## src/rtl/sbk_pkg.sv

```systemverilog
package sbk_pkg;
   // threshold code as presented on thr_sel_i
   typedef enum logic [1:0] {
      THR_SHORT = 2'd0,
      THR_MID   = 2'd1,
      THR_LONG  = 2'd2,
      THR_MAX   = 2'd3
   } sbk_thr_e;

   localparam sbk_thr_e THR_RESET = THR_MAX;

   // event bundle registered at the block edge
   typedef struct packed {
      logic brk;
      logic dev;
   } sbk_evt_t;
endpackage

```

## src/rtl/sbk_us_tick.sv

```systemverilog
module sbk_us_tick #(
   parameter int unsigned DIV = 200
) (
   input  logic clk_i,
   input  logic rst_ni,
   input  logic run_i,
   output logic tick_o
);
   generate
      if (DIV == 1) begin : g_direct
         assign tick_o = run_i;
      end else begin : g_div
         localparam int unsigned CW = $clog2(DIV);
         localparam logic [CW-1:0] LAST = CW'(DIV - 1);
         logic [CW-1:0] cnt_q;

         always_ff @(posedge clk_i or negedge rst_ni) begin
            if (!rst_ni)            cnt_q <= '0;
            else if (!run_i)        cnt_q <= '0;
            else if (cnt_q == LAST) cnt_q <= '0;
            else                    cnt_q <= cnt_q + 1'b1;
         end

         assign tick_o = run_i && (cnt_q == LAST);
      end
   endgenerate
endmodule

```

## src/rtl/sbk_dom_timer.sv

```systemverilog
module sbk_dom_timer
   import sbk_pkg::*;
#(
   parameter int unsigned DOM_W  = 10,
   parameter int unsigned TH0_US = 100,
   parameter int unsigned TH1_US = 250,
   parameter int unsigned TH2_US = 750,
   parameter int unsigned TH3_US = 1000
) (
   input  logic       clk_i,
   input  logic       rst_ni,
   input  logic       bus_rx_i,
   input  logic [1:0] thr_sel_i,
   input  logic       tick_i,
   output logic       brk_o
);
   localparam logic [DOM_W-1:0] LIM0 = DOM_W'(TH0_US);
   localparam logic [DOM_W-1:0] LIM1 = DOM_W'(TH1_US);
   localparam logic [DOM_W-1:0] LIM2 = DOM_W'(TH2_US);
   localparam logic [DOM_W-1:0] LIM3 = DOM_W'(TH3_US);

   sbk_thr_e         thr_q;
   logic             bus_q;
   logic [DOM_W-1:0] dom_us_q;
   logic [DOM_W-1:0] lim;

   // code is captured only while the line idles recessive
   always_ff @(posedge clk_i or negedge rst_ni) begin
      if (!rst_ni)       thr_q <= THR_RESET;
      else if (bus_rx_i) thr_q <= sbk_thr_e'(thr_sel_i);
   end

   always_ff @(posedge clk_i or negedge rst_ni) begin
      if (!rst_ni) bus_q <= 1'b1;
      else         bus_q <= bus_rx_i;
   end

   // saturating microsecond count of the current dominant run
   always_ff @(posedge clk_i or negedge rst_ni) begin
      if (!rst_ni)                         dom_us_q <= '0;
      else if (bus_rx_i)                   dom_us_q <= '0;
      else if (tick_i && (dom_us_q != '1)) dom_us_q <= dom_us_q + 1'b1;
   end

   always_comb begin
      unique case (thr_q)
         THR_SHORT: lim = LIM0;
         THR_MID:   lim = LIM1;
         THR_LONG:  lim = LIM2;
         default:   lim = LIM3;
      endcase
   end

   assign brk_o = bus_rx_i && !bus_q && (dom_us_q >= lim);
endmodule

```

## src/rtl/sbk_brk_count.sv

```systemverilog
module sbk_brk_count #(
   parameter int unsigned LIMIT = 6,
   parameter int unsigned CW    = 3
) (
   input  logic clk_i,
   input  logic rst_ni,
   input  logic brk_i,
   input  logic frm_ok_i,
   output logic dev_o
);
   localparam logic [CW-1:0] LAST = CW'(LIMIT - 1);

   logic [CW-1:0] cnt_q;
   logic [CW-1:0] base;

   // a valid frame clears first; a break in the same cycle then counts as one
   assign base  = frm_ok_i ? '0 : cnt_q;
   assign dev_o = brk_i && (base == LAST);

   always_ff @(posedge clk_i or negedge rst_ni) begin
      if (!rst_ni)    cnt_q <= '0;
      else if (dev_o) cnt_q <= '0;
      else if (brk_i) cnt_q <= base + 1'b1;
      else            cnt_q <= base;
   end
endmodule

```

## src/rtl/sync_break_det.sv

```systemverilog
module sync_break_det
   import sbk_pkg::*;
#(
   parameter int unsigned CYC_PER_US  = 200,
   parameter int unsigned TH0_US      = 100,
   parameter int unsigned TH1_US      = 250,
   parameter int unsigned TH2_US      = 750,
   parameter int unsigned TH3_US      = 1000,
   parameter int unsigned BREAK_LIMIT = 6
) (
   input  logic       clk_i,
   input  logic       rst_ni,
   input  logic       bus_rx_i,
   input  logic [1:0] thr_sel_i,
   input  logic       frm_ok_i,
   output logic       proto_rst_o,
   output logic       roll_clr_o,
   output logic       tx_abort_o,
   output logic       dev_rst_o
);
   localparam int unsigned DOM_W = $clog2(TH3_US + 1);
   localparam int unsigned CNT_W = $clog2(BREAK_LIMIT + 1);

   generate
      if (CYC_PER_US < 1) begin : g_bad_div
         $error("CYC_PER_US must be at least 1");
      end
      if (TH0_US < 1 || TH0_US > TH1_US || TH1_US > TH2_US || TH2_US > TH3_US) begin : g_bad_thr
         $error("thresholds must be non-zero and ascending");
      end
      if (BREAK_LIMIT < 2) begin : g_bad_limit
         $error("BREAK_LIMIT must be at least 2");
      end
   endgenerate

   logic     tick;
   logic     brk;
   logic     dev;
   sbk_evt_t evt_q;

   sbk_us_tick #(.DIV(CYC_PER_US)) u_tick (
      .clk_i  (clk_i),
      .rst_ni (rst_ni),
      .run_i  (!bus_rx_i),
      .tick_o (tick)
   );

   sbk_dom_timer #(
      .DOM_W (DOM_W),
      .TH0_US(TH0_US),
      .TH1_US(TH1_US),
      .TH2_US(TH2_US),
      .TH3_US(TH3_US)
   ) u_timer (
      .clk_i    (clk_i),
      .rst_ni   (rst_ni),
      .bus_rx_i (bus_rx_i),
      .thr_sel_i(thr_sel_i),
      .tick_i   (tick),
      .brk_o    (brk)
   );

   sbk_brk_count #(.LIMIT(BREAK_LIMIT), .CW(CNT_W)) u_count (
      .clk_i   (clk_i),
      .rst_ni  (rst_ni),
      .brk_i   (brk),
      .frm_ok_i(frm_ok_i),
      .dev_o   (dev)
   );

   always_ff @(posedge clk_i or negedge rst_ni) begin
      if (!rst_ni) evt_q <= '0;
      else         evt_q <= '{brk: brk, dev: dev};
   end

   assign proto_rst_o = evt_q.brk;
   assign roll_clr_o  = evt_q.brk;
   assign tx_abort_o  = evt_q.brk;
   assign dev_rst_o   = evt_q.dev;
endmodule

```

## config.mk

```make
export PLATFORM = sky130hd
export DESIGN_NAME = sync_break_det
export DESIGN_NICKNAME = d
export VERILOG_FILES = /design/src/rtl/sbk_pkg.sv /design/src/rtl/sbk_us_tick.sv /design/src/rtl/sbk_dom_timer.sv /design/src/rtl/sbk_brk_count.sv /design/src/rtl/sync_break_det.sv
export SDC_FILE = /design/constraint.sdc
export NUM_CORES = 1
export LEC_CHECK = 0
export BUFFER_PORTS_ARGS = -buffer_cell sky130_fd_sc_hd__buf_4
export CORE_MARGIN = 3
export CORE_UTILIZATION = 50
export DETAILED_ROUTE_END_ITERATION = 12
export PLACE_DENSITY = 0.79
export SETUP_SLACK_MARGIN = 0.15
export SLEW_MARGIN = 20
export SYNTH_ARGS = -nofsm -noshare
export SYNTH_HDL_FRONTEND = slang
export SYNTH_HIERARCHICAL = 1
export SYNTH_SLANG_ARGS = --single-unit
```

## constraint.sdc

```tcl
create_clock -name clk_i -period 3.1 [get_ports clk_i]
set_input_delay 0.31 -clock clk_i [delete_from_list [all_inputs] [get_ports clk_i]]
set_output_delay 0.31 -clock clk_i [all_outputs]
set_load 0.05 [all_outputs]
```

Word level (Yosys, flattened, before mapping) --
Index checks and enable logic that the tools add are counted.
Word-level totals: bits in latches 0, register bits 26, bits in writable memories 0, ROM bits 0, bits of input ports 6, output and inout port bits 4, memories 0
Cells by class: shift operators 0, equal/unequal tests 5, bitwise gates (word level) 0, $mul 0, div/mod/pow operators 0, magnitude comparators 1, add/subtract/negate cells 3, reduce and logical (&&, ||, !) cells 9, mux-type cells 8
Operators by type and width (number):
- case mux 10 bit (3 select lines) | 1
- two-way mux 10 bit | 2
- two-way mux 8 bit | 2
- adder 10 x 1 -> 10 bit (second input constant) | 1
- greater-or-equal comparator 10 bit | 1
- != test 10 bit (second input constant) | 1
- two-way mux 3 bit | 3
- adder 8 x 1 -> 8 bit (second input constant) | 1
- == test 8 bit (second input constant) | 1
- logical AND 1 bit | 5
- adder 3 x 1 -> 3 bit (second input constant) | 1
- == test 3 bit (second input constant) | 1
- == test 2 x 1 -> 1 bit (second input constant) | 1
- == test 2 bit (second input constant) | 1
- zero test 1 bit | 2
- zero test 2 bit | 1
- nonzero test 2 bit | 1

Longest topological paths before layout --
word-level depth 6, mapped depth 11, mapped depth without buffers 11

Hierarchy --
Netlist, hierarchy kept.
Modules (own cells, without submodules):
- sbk_dom_timer | sequential area each 329.1 um^2, instances 1, area an instance 833.3 um^2, cells an instance 85
- sbk_us_tick | sequential area each 200.2 um^2, instances 1, area an instance 407.9 um^2, cells an instance 40
- sbk_brk_count | sequential area each 75.1 um^2, instances 1, area an instance 163.9 um^2, cells an instance 17
- sync_break_det | sequential area each 50.0 um^2, instances 1, area an instance 68.8 um^2, cells an instance 5

Worst setup path after synthesis --
Ideal clock, no wire load.
path kind register to register, start reg u_timer.thr_q[0], end reg u_count.cnt_q[2], data required time 2.977 ns, setup slack 0.866 ns, setup time 0.123 ns, stages on the path, launching flop included 12, data arrival time 2.111 ns, cells stage by stage dfstp_2 > inv_1 > ha_1 > ha_1 > inv_1 > o21ai_0 > a221o_1 > a31oi_1 > o21ai_1 > inv_1 > o21ai_0 > a21oi_1
On the way: word-level cells in the longest chain between the ends 6, elaborated cells on any way between the ends 9
Ends and longest elaborated chain:
- start, declared | line sbk_dom_timer.sv:22 | sbk_thr_e thr_q;
- start signal, assigned | line sbk_dom_timer.sv:30 | else if (bus_rx_i) thr_q <= sbk_thr_e'(thr_sel_i);
- == test 2 bit, or another cell as far along | line sbk_dom_timer.sv:46 | unique case (thr_q)
- case mux 10 bit (3 select lines) (*) | line sbk_dom_timer.sv:46
- greater-or-equal comparator 10 bit (*) | line sbk_dom_timer.sv:54 | assign brk_o = bus_rx_i && !bus_q && (dom_us_q >= lim);
- logical AND 1 bit (*) | line sbk_dom_timer.sv:54
- named net brk | line sync_break_det.sv:37 | logic brk;
- two-way mux 3 bit or logical AND 1 bit (tied branches) | line sbk_brk_count.sv:23, sbk_brk_count.sv:18
- two-way mux 3 bit (*) | line sbk_brk_count.sv:22 | else if (dev_o) cnt_q <= '0;
- end signal, assigned | line sbk_brk_count.sv:23 | else if (brk_i) cnt_q <= base + 1'b1;
- end signal, assigned | line sbk_brk_count.sv:24 | else cnt_q <= base;
- end, declared | line sbk_brk_count.sv:13 | logic [CW-1:0] cnt_q;
The timed path passes the listed nets; every way through them passes the cells marked *. A chain may end at the register's enable or synchronous reset.

Final worst setup path --
Ends and elaborated chain as after synthesis.

==> results.txt <==
- The run finished with clean final reports.
- The min-delay analysis places its worst path in the category input pin to flop.
- Share of synthesized flip-flops with an asynchronous set or reset: 100.0%
- The signal on the critical path passes through inv_1 > ha_1 > ha_1 > inv_1 > o21ai_0 > a221o_1 > a31oi_1 > o21ai_1 > inv_1 > o21ai_0 > a21oi_1.
- At the pin with the least slew margin, the transition time is 330.2 ps.
- Power spread over the standard cell area amounts to 361.3 nW/µm².
- On the final layout, the worst hold slack is 161.7 ps.
- In this run, the clock network consumes 29.7% of the power.
* Pin count of the biggest net entering global routing: 27
* NumNets Final: 179
* DRT Pass-1 Iters: 4
- In this run the count of I/O pins placed on the die edge is 10.
* Synthesized net count: 167
- Across every metal layer, demand over resource in global routing totals 16.62%.
- After clock tree synthesis, the clock-pin slew on the worst setup and hold paths is 150 ps.
* Type of the worst setup path: flop to flop
- Largest clock skew in the final design: 9.629 ps
* Post-synthesis sequential area ratio: 44.40%
- From synthesis to final layout, the design area changed by 9.083%.
- Critical path's largest stage delay: 600 ps
- Core box area: 2781 µm²
- Initial core utilization: 52.99%
* Cell area after technology mapping: 1474 µm²
- The via count of the first global-routing pass came to 1107.
- The detail route stage leaves a number of antenna-violating nets equal to 0.
- At the end of routability-driven placement, the weighted congestion stood at 0.8592.
* Crit path max fanout: 5
- TritonCTS built the clock tree.
- Max Cap Viol: 0
- CTS built an H-tree with a depth of 1.
- Synthesis inferred 26 register bits.
* Final setup margin: 593.2 ps
- Initial drt markers: 48
- Yosys mapped a number of flops with a built-in enable equal to 0.
- Capturing element type of the critical path: flop
- Setup violators final: 0
- The first global-routing pass estimated 4.616 mm of wire.
- The most numerous cell type found on the critical path is inv_1.
- Global routing finished with a remaining overflow of 0.
* Number of antenna violations at the first check in global routing: 0
- Leak pwr: 0.0007415 µW
* Switching share of total power: 24.04%
- Synthesis produced 147 cells.
- Number of warning messages in the yosys log: 6
* Average size of a mapped cell: 10.03 µm²
* Power share of the sequential group: 61.0%
- On the critical path, the stage with the largest delay is an instance of dfstp_2.
- The final critical path takes up 80.86% of the cycle.
- The later pin in the worst-skew pair is clocked with a latency of 320 ps.
* Number of slew-limit violations in the final report: 0
* Setup repair after global routing missed its margin: no
* Placement-stage worst setup slack: 655.8 ps
- Data arrival at the endpoint of the critical path: 2730 ps
- Worst slew margin relative to its limit: 77.84%
* Root Buffer Master: clkbuf_4
* Number of different library cells in the post-synthesis netlist: 39
- 0 antenna diodes ended up in the layout.
* Proportion of layout cells with a drive suffix above 1: 14.56%
- Routed wire length: 2.630 mm
* Final setup TNS: 0 ps
* Combinational group share of total power: 9.3%
- Count of port buffers added during placement: 9
- STA puts the critical path data required time at 3320 ps.
* Vias after detailed routing: 1096
- Die height: 60.30 µm
- Critical path startpoint category: flop
- The hold violation count in the final report is 0.
* Area of the die: 3635 µm²
- In the routed design, unresolved DRC markers number 0.
- Detailed placement finished with a half-perimeter wire length of 2.007 mm.
- Max Buffers Root-to-Sink: 2
- Average routed wire per standard cell: 13.92 µm
- Once placement finished, the instance area stood at 1562 µm².
- DR vias/cell: 5.799
- In this run, CTS created clock tree buffers numbering 3.
- In this run the post-CTS setup repair buffer count came out at 0.
- The clock net in this run drives a total of 26 sinks.
- Max IR drop VDD: 0.2728 mV
- Design Area, Final: 1608 µm²
- Subtracting the final worst setup slack from the clock period gives 2507 ps.
* Achievable Freq: 398.9 MHz
- Among all flip-flop cells after synthesis, the most frequent one is dfrtp_1.
- The analysis attributes to net switching a power of 139.6 µW.
* Number of core rows: 19
- Pint: 441.2 µW
- The die is 60.30 µm wide.
[synth_stat cells, drive strengths merged (2+ instances only)]
cell type   n  area (µm²)
dfstp       3       78.83
nand4       5       31.28
o21ai       9       45.04
a311oi      2       23.77
nor3        2       10.01
ha         14       175.2
nor2       15       56.30
inv        11       41.29
nand2       9       33.78
xnor2       6       52.55
xor2        6       52.55
and3        5       32.53
a21oi       5       25.02
dfrtp      23       575.6
nand2b      2       12.51
a31oi       3       18.77
nand3       5       25.02
nor2b       3       21.27
or3         2       12.51
buf         2       15.01
[cells in the final DEF (no fill, tap or decap), types with 2 or more instances in the layout]
master	count
nor2b_1	2
nand3_1	5
dfrtp_1	23
nor2_1	15
nor3_1	2
ha_1	14
inv_1	11
a31oi_1	3
dfstp_2	3
a21oi_1	5
nand2b_1	2
xnor2_1	6
o21ai_0	8
nand2_1	9
clkbuf_4	3
or3_1	2
nand4_1	5
xor2_1	6
buf_4	9
and3_1	4
[critical path, delay by kind of cell (launching register included)]
kind                     cells  cell delay [ps]
AO/OA/AOI/OAI                6              970
adder cells (fa/ha/maj)      2              590
flip-flops                   1              600
buffers and inverters        3              260
[flip-flops by register name, indices dropped and copies added (netlist names)]
register and count:
u_timer/bus_q 1, proto_rst_o 1, dev_rst_o 1, u_count/cnt_q 3, u_tick/g_div.cnt_q 8, u_timer/dom_us_q 10
u_timer/thr_q 2
[kinds of logic (layout without fill, tap and decap cells)]
| logic type | count (synthesis) | count (layout) | synth area share, % |
|---|---|---|---|
| and+or+nand+nor | 53 | 53 | 18.93 |
| xor gates and xnor gates | 12 | 12 | 7.131 |
| muxes | 1 | 1 | 0.6791 |
| AOI/OAI and AO/OA | 27 | 27 | 12.90 |
| buffers and inverters | 14 | 25 | 4.074 |
| adders and majority gates | 14 | 14 | 11.88 |
| DFF | 26 | 26 | 44.40 |
[routing by layer]
layer	vias up	global-route usage, %	part of all wire [%]	wire length, µm
li1	534	-	-	-
met1	549	20.45	45	1186
met2	11	28.24	52	1363
met3	2	3.024	2.6	69
met4	0	6.962	0.38	10
met5	-	0	0	0
[timing repair]
item,in CTS,in global routing
hold buffers,1,0
hold endpoints to repair,23,0
resized for setup,0,0
[power groups by stage]
stage / logic (µW) / registers (µW) / clock network, µW
finish: 54.3 / 354 / 172
floorplan: 31.9 / 359 / 0
CTS: 55.2 / 354 / 182
global placement: 49.9 / 359 / 0
detailed placement: 53.9 / 360 / 0
global route: 61.6 / 356 / 197
[metrics by stage]
step	instances	util (%)	power, µW
global placement	184	56.14	409.2
global route	189	57.80	614.5
finish	189	57.80	580.9
detailed placement	184	56.14	414.4
CTS	189	57.80	591.3
floorplan	147	-	390.8
[cell type report]
class / instances / area, µm²
inverters: 11 / 41.29
flip-flops and latches: 26 / 654.4
repair buffers: 10 / 77.57
fillers: 241 / 1174
multi-input cells: 107 / 759.5
well taps: 31 / 38.79
clock buffers: 4 / 36.28
[worst paths after layout]
kind	from	end	slack, ps	cells past startpoint
max reg2reg	u_timer/thr_q[0]$_DFFE_PN1P_	u_count/cnt_q[2]$_DFF_PN0_	590	11
max in group asynchronous	rst_ni	u_timer/thr_q[0]$_DFFE_PN1P_	2410	2
min	frm_ok_i	u_count/cnt_q[2]$_DFF_PN0_	160	2
min reg2reg	u_tick/g_div.cnt_q[0]$_DFF_PN0_	u_tick/g_div.cnt_q[0]$_DFF_PN0_	500	1
min in group asynchronous	rst_ni	u_count/cnt_q[0]$_DFF_PN0_	400	2
max	u_timer/thr_q[0]$_DFFE_PN1P_	u_count/cnt_q[2]$_DFF_PN0_	590	11
Note: power is estimated with default switching activity, not from simulation.
